**src/rtl/sd_block_rx.sv**
```systemverilog
module sd_block_rx #(
  parameter int          LEN_W = 11,
  parameter int          CNT_W = 8,
  parameter int          TMO_W = 24,
  parameter logic [15:0] POLY  = 16'h1021
) (
  input  logic             clk,
  input  logic             rst_n,
  input  logic             start_i,
  input  logic             tick_i,
  input  logic [3:0]       dat_i,
  input  logic             wide_i,
  input  logic [LEN_W-1:0] len_i,
  input  logic [CNT_W-1:0] count_i,
  input  logic [TMO_W-1:0] tmo_i,
  output logic             busy_o,
  output logic             done_o,
  output logic             crc_ok_o,
  output logic             tmo_o,
  output logic             out_valid_o,
  output logic [7:0]       out_data_o
);

  typedef enum logic [2:0] {S_IDLE, S_WAIT, S_DATA, S_CRC, S_END} st_t;
  st_t st;

  logic             wide_q;
  logic [LEN_W-1:0] len_q, bytec;
  logic [CNT_W-1:0] cnt_q, blkc;
  logic [TMO_W-1:0] tmo_q, tcnt;
  logic [3:0]       bitc;
  logic [6:0]       sh;
  logic [3:0]       lane_ok;

  wire       sbit     = wide_q ? (dat_i == 4'h0) : !dat_i[0];
  wire       byte_end = wide_q ? (bitc == 4'd1) : (bitc == 4'd7);
  wire [7:0] sh_nx    = wide_q ? {sh[3:0], dat_i} : {sh, dat_i[0]};
  wire       crc_good = lane_ok[0] && (!wide_q || (&lane_ok[3:1]));
  wire       tmo_hit  = (tmo_q != '0) && ((tcnt + 1'b1) == tmo_q);
  wire       shifting = tick_i && (st == S_DATA || st == S_CRC);

  assign busy_o = (st != S_IDLE);

  for (genvar l = 0; l < 4; l++) begin : g_lane
    logic [15:0] crc;
    wire         fb = dat_i[l] ^ crc[15];
    always_ff @(posedge clk or negedge rst_n) begin
      if (!rst_n)
        crc <= '0;
      else if (st == S_IDLE || st == S_WAIT)
        crc <= '0;
      else if (shifting && (l == 0 || wide_q))
        crc <= {crc[14:0], 1'b0} ^ (fb ? POLY : 16'h0000);
    end
    assign lane_ok[l] = (crc == 16'h0000);
  end

  always_ff @(posedge clk or negedge rst_n) begin
    if (!rst_n) begin
      st          <= S_IDLE;
      wide_q      <= 1'b0;
      len_q       <= '0;
      cnt_q       <= '0;
      tmo_q       <= '0;
      bytec       <= '0;
      blkc        <= '0;
      tcnt        <= '0;
      bitc        <= '0;
      sh          <= '0;
      done_o      <= 1'b0;
      tmo_o       <= 1'b0;
      crc_ok_o    <= 1'b1;
      out_valid_o <= 1'b0;
      out_data_o  <= '0;
    end else begin
      out_valid_o <= 1'b0;
      case (st)
        S_IDLE: if (start_i) begin
          wide_q <= wide_i;
          len_q  <= len_i;
          cnt_q  <= count_i;
          tmo_q  <= tmo_i;
          done_o <= 1'b0;
          tmo_o  <= 1'b0;
          tcnt   <= '0;
          blkc   <= '0;
          st     <= S_WAIT;
        end
        S_WAIT: if (tick_i) begin
          if (sbit) begin
            bitc  <= '0;
            bytec <= '0;
            tcnt  <= '0;
            st    <= S_DATA;
          end else if (tmo_hit) begin
            tmo_o <= 1'b1;
            st    <= S_IDLE;
          end else begin
            tcnt <= tcnt + 1'b1;
          end
        end
        S_DATA: if (tick_i) begin
          sh <= sh_nx[6:0];
          if (byte_end) begin
            out_valid_o <= 1'b1;
            out_data_o  <= sh_nx;
            bitc        <= '0;
            if (bytec == len_q) st <= S_CRC;
            else bytec <= bytec + 1'b1;
          end else begin
            bitc <= bitc + 1'b1;
          end
        end
        S_CRC: if (tick_i) begin
          if (bitc == 4'd15) begin
            bitc <= '0;
            st   <= S_END;
          end else begin
            bitc <= bitc + 1'b1;
          end
        end
        S_END: if (tick_i) begin
          crc_ok_o <= crc_good;
          if (!crc_good || blkc == cnt_q - 1'b1) begin
            done_o <= 1'b1;
            st     <= S_IDLE;
          end else begin
            blkc <= blkc + 1'b1;
            tcnt <= '0;
            st   <= S_WAIT;
          end
        end
        default: st <= S_IDLE;
      endcase
    end
  end

  p_done_idle_r2: assert property (@(posedge clk) disable iff (!rst_n)
    done_o |-> !busy_o);

  p_tmo_idle_r8: assert property (@(posedge clk) disable iff (!rst_n)
    tmo_o |-> !busy_o);

  p_one_cause_r7: assert property (@(posedge clk) disable iff (!rst_n)
    $fell(busy_o) |-> (done_o ^ tmo_o));

  p_valid_after_tick_r10: assert property (@(posedge clk) disable iff (!rst_n)
    out_valid_o |-> $past(tick_i));

  p_valid_pulse_r10: assert property (@(posedge clk) disable iff (!rst_n)
    out_valid_o |=> !out_valid_o);

endmodule

```
**config.mk**
```make
export PLATFORM = sky130hd
export DESIGN_NAME = sd_block_rx
export DESIGN_NICKNAME = d
export VERILOG_FILES = /design/src/rtl/sd_block_rx.sv
export SDC_FILE = /design/constraint.sdc
export NUM_CORES = 1
export LEC_CHECK = 0
export BUFFER_PORTS_ARGS = -buffer_cell sky130_fd_sc_hd__buf_4
export CAP_MARGIN = 20
export CORE_UTILIZATION = 45
export DETAILED_ROUTE_END_ITERATION = 7
export HOLD_SLACK_MARGIN = 0.1
export PLACE_DENSITY = 0.67
export SYNTH_ARGS = -nofsm -noshare
export SYNTH_HDL_FRONTEND = slang
export SYNTH_SLANG_ARGS = --single-unit
export TNS_END_PERCENT = 5
```
**constraint.sdc**
```tcl
create_clock -name clk -period 4.1 [get_ports clk]
set_clock_uncertainty 0.1 [all_clocks]
set_input_delay 0.615 -clock clk [delete_from_list [all_inputs] [get_ports clk]]
set_output_delay 0.615 -clock clk [all_outputs]
set_load 0.005 [all_outputs]
```
==> metrics.csv <==
stage,metric,value,unit
die,design.portCount,65,
placement,dp_hpwl,14400,um
timing,fmax,0.281,GHz
power,peakVddDrop,0.348,mV
yosys,synth_edf_count,0,
drt,route.detailed.vias_per_inst,5.76,
layout,post_layout_inst_area,0.0105,mm2
placement,place_worst_setup_slack,616,ps
yosys,ys.flop_type,sky130_fd_sc_hd__dfrtp_1,
timing,final.min_clock_period,3560,ps
drt,met2RoutedLength,10100,um
layout,layout-drive-gt1-share,0.191,
drt,detailroute.via_count,6929,
drt,highest_routed_metal_layer,met4,
timing,final-hold-violation-count,0,
cts,cts-resized-gates,0,
layout,final_net_count,977,
yosys,synth_area_leaders,"sky130_fd_sc_hd__dfrtp_1, sky130_fd_sc_hd__a22o_1, sky130_fd_sc_hd__mux2_2",
yosys,post_synth_num_cell_types,72,
grt,grtUsageTotal,0.210,
grt,grt_first_pass_wirelength,36000,um
timing,max-slew-margin-rel,0.381,
flow_run,maxCapViolations,0,
cts,cts_tree,yes,
run_status,result_of_the_run,"finished, final reports clean",
yosys,avgSynthCellArea,10.5,um2
timing,setup_tns,0,ps
placement,placement.cell_area,0.00994,mm2
drt,met3_length,666,um
cts,cts.repair_timing.setup_buffer_count,0,
cts,worstSkewPairLatency,440,ps
setup_path,crit_path_max_fanout,17,
hold_path,min_path_type,primary input to async pin,
cts,cts_max_path_buffers,2,
grt,grt_overflow_total,0,
die,floorplan.die.height,146,um
cts,ctsHoldBuffers,0,
die,placementRows,52,
cts,cts_inserted_buffers,17,
yosys,post_synth_inst_count,883,
die,die_area,0.0212,mm2
yosys,cell_with_the_most_instances_after_synthesis,sky130_fd_sc_hd__dfrtp_1,
cts,root_buffer,sky130_fd_sc_hd__clkbuf_16,
yosys,synth_top_area_cell,sky130_fd_sc_hd__dfrtp_1,
cts,cts.clk_slew.worst_paths,60,ps
timing,final_setup_fails,0,
setup_path,worstSetupEndpointType,flop,
setup_path,timing.critical_path.arrival,3730,ps
yosys,synth_commonest_cells,"sky130_fd_sc_hd__dfrtp_1, sky130_fd_sc_hd__nand2_1, sky130_fd_sc_hd__a22o_1",
drt,post-route-drc-count,0,
setup_path,timing.setup.critical_path_class,flop to flop,
yosys,synth_nets,940,
yosys,netlist_area,0.00929,mm2
drt,initial_drc_count,433,
drt,total_iterations_of_the_first_detailed_routing_run,5,
power,p_leak,4.64,nW
drt,totalWireLength,21100,um
grt,grt_max_degree,83,
layout,diodes_inserted,0,
yosys,proportion_of_synthesized_chip_area_in_sequential_cells,0.477,
placement,gp_congestion,0.920,
die,fp.coreArea,0.0202,mm2
timing,fin_ws,542,ps
drt,ant_nets,0,
setup_path,setup.worst_path.start_class,flop,
die,die_boundary_width,146,um
drt,met1Wirelength,9810,um
placement,port_buffers,64,
grt,antenna_found_initial,0,
drt,average_routed_wire_per_standard_cell,17.5,um
cts,cts.sink_count,177,
timing,worst_slew_pin_slew,928,ps
yosys,flip_flop_and_latch_count_after_synthesis,177,
yosys,synth-async-reset-ratio,1.00,
layout,fillCellCount,1797,
cts,ctsHtreeMaxLevel,4,
timing,final.period_utilization,0.868,
yosys,synth_top_cell_area_share,0.474,
timing,slew_viol_final,0,
die,floorplan.initialDensity,0.459,
grt,first_global_vias,6967,
timing,rsz0062_at_grt,false,
setup_path,timing.critical_path.required,4280,ps
power,cellPowerDensity,584,mW/mm2
layout,flow.area_growth_from_synthesis,13.3,%
yosys,ys_warn_count,0,
==> kinds of logic (layout without fill, tap and decap cells) <==
group                      count (synthesis)  count (layout)  share of synthesized area
AOI/OAI and AO/OA                        208             208                      0.175
xor gates and xnor gates                  70              70                     0.0660
adders and majority gates                  6               6                    0.00781
buffers and inverters                     78             128                     0.0382
DFF                                      177             177                      0.477
muxes                                     51              51                     0.0607
and+or+nand+nor                          293             293                      0.176
==> layout by cell type, fill, tap and decap left out, types with 7 or more instances in the layout <==
cell type | Yosys | layout
sky130_fd_sc_hd__nand4_1 | 16 | 16
sky130_fd_sc_hd__dfrtp_1 | 176 | 176
sky130_fd_sc_hd__or3_1 | 7 | 7
sky130_fd_sc_hd__xnor2_1 | 53 | 53
sky130_fd_sc_hd__buf_4 | 3 | 73
sky130_fd_sc_hd__nand3_1 | 22 | 22
sky130_fd_sc_hd__clkbuf_16 | 0 | 17
sky130_fd_sc_hd__nand2_1 | 65 | 65
sky130_fd_sc_hd__mux2i_1 | 8 | 8
sky130_fd_sc_hd__a22o_1 | 62 | 62
sky130_fd_sc_hd__o21ai_0 | 39 | 39
sky130_fd_sc_hd__a221oi_1 | 9 | 9
sky130_fd_sc_hd__nor4_1 | 31 | 31
sky130_fd_sc_hd__a31oi_1 | 8 | 8
sky130_fd_sc_hd__mux2_2 | 43 | 43
sky130_fd_sc_hd__and3_1 | 41 | 41
sky130_fd_sc_hd__a21oi_1 | 17 | 17
sky130_fd_sc_hd__xor2_1 | 17 | 17
sky130_fd_sc_hd__nor2_1 | 47 | 46
sky130_fd_sc_hd__a221oi_2 | 9 | 9
sky130_fd_sc_hd__o31ai_1 | 15 | 15
sky130_fd_sc_hd__nor3_1 | 16 | 16
sky130_fd_sc_hd__inv_1 | 21 | 21
==> layout make-up <==
| type | instances | area, um2 | area share |
|---|---|---|---|
| clock buffers | 20 | 437 | 0.0415 |
| repair buffers | 75 | 579 | 0.0550 |
| well taps | 270 | 338 | 0.0321 |
| clock inverters | 12 | 145 | 0.0138 |
| flip-flops and latches | 177 | 4430 | 0.421 |
| multi-input cells | 628 | 4520 | 0.429 |
| inverters | 21 | 78.8 | 0.00749 |
==> path summary, 6_finish.rpt <==
kind	start	endpoint	slack, ps	cells past startpoint
worst min-delay path	rst_n	tmo_q[9]$_DFFE_PN0P_	130	1
worst min register to register	out_data_o[5]$_DFFE_PN0P_	out_data_o[5]$_DFFE_PN0P_	400	2
worst max-delay path	tcnt[4]$_DFFE_PN0P_	tcnt[2]$_DFFE_PN0P_	540	8
worst max register to register	tcnt[4]$_DFFE_PN0P_	tcnt[2]$_DFFE_PN0P_	540	8
min in group clk	tmo_i[3]	tmo_q[3]$_DFFE_PN0P_	290	3
max in group asynchronous	rst_n	g_lane[3].crc[9]$_DFFE_PN0P_	2840	2
==> routing by layer <==
metal,global-route usage,vias to the layer above
met2,0.335,137
li1,-,3352
met4,0.0758,0
met3,0.0367,37
met5,0,-
met1,0.288,3403
==> through the flow <==
stage | hold slack (ps) | power (mW) | instances | util
after CTS | 176 | 6.20 | 1203 | 0.520
final | 133 | 6.15 | 1203 | 0.520
after floorplan | 219 | 3.94 | 883 | -
after global routing | 192 | 6.52 | 1203 | 0.520
after global placement | 370 | 4.50 | 1171 | 0.491
after detailed placement | 383 | 4.55 | 1171 | 0.491
==> flip-flops by register name, indices dropped and copies added, names as in the netlist, 8 cells and up <==
name        count
out_data_o      8
tmo_q          24
blkc            8
bytec          11
g_lane.crc     64
cnt_q           8
len_q          11
tcnt           24
==> critical path, stage by stage (launching register included) <==
cell,delay [ps]
sky130_fd_sc_hd__dfrtp_1,640
sky130_fd_sc_hd__nand3_2,400
sky130_fd_sc_hd__nor4_4,540
sky130_fd_sc_hd__and3_1,220
sky130_fd_sc_hd__a21oi_1,100
sky130_fd_sc_hd__nor4_4,310
sky130_fd_sc_hd__nand3_2,260
sky130_fd_sc_hd__nand2_1,640
sky130_fd_sc_hd__o21ai_0,180
==> power breakdown <==
part           internal [mW]  total, mW  switching, mW  leakage [nW]
registers               2.11       2.54          0.431          2.35
clock network          0.917       1.64          0.728         0.288
logic                  0.870       1.97           1.10          2.00
total                   3.90       6.15           2.26          4.64
Power figures use the tool's default switching activity.
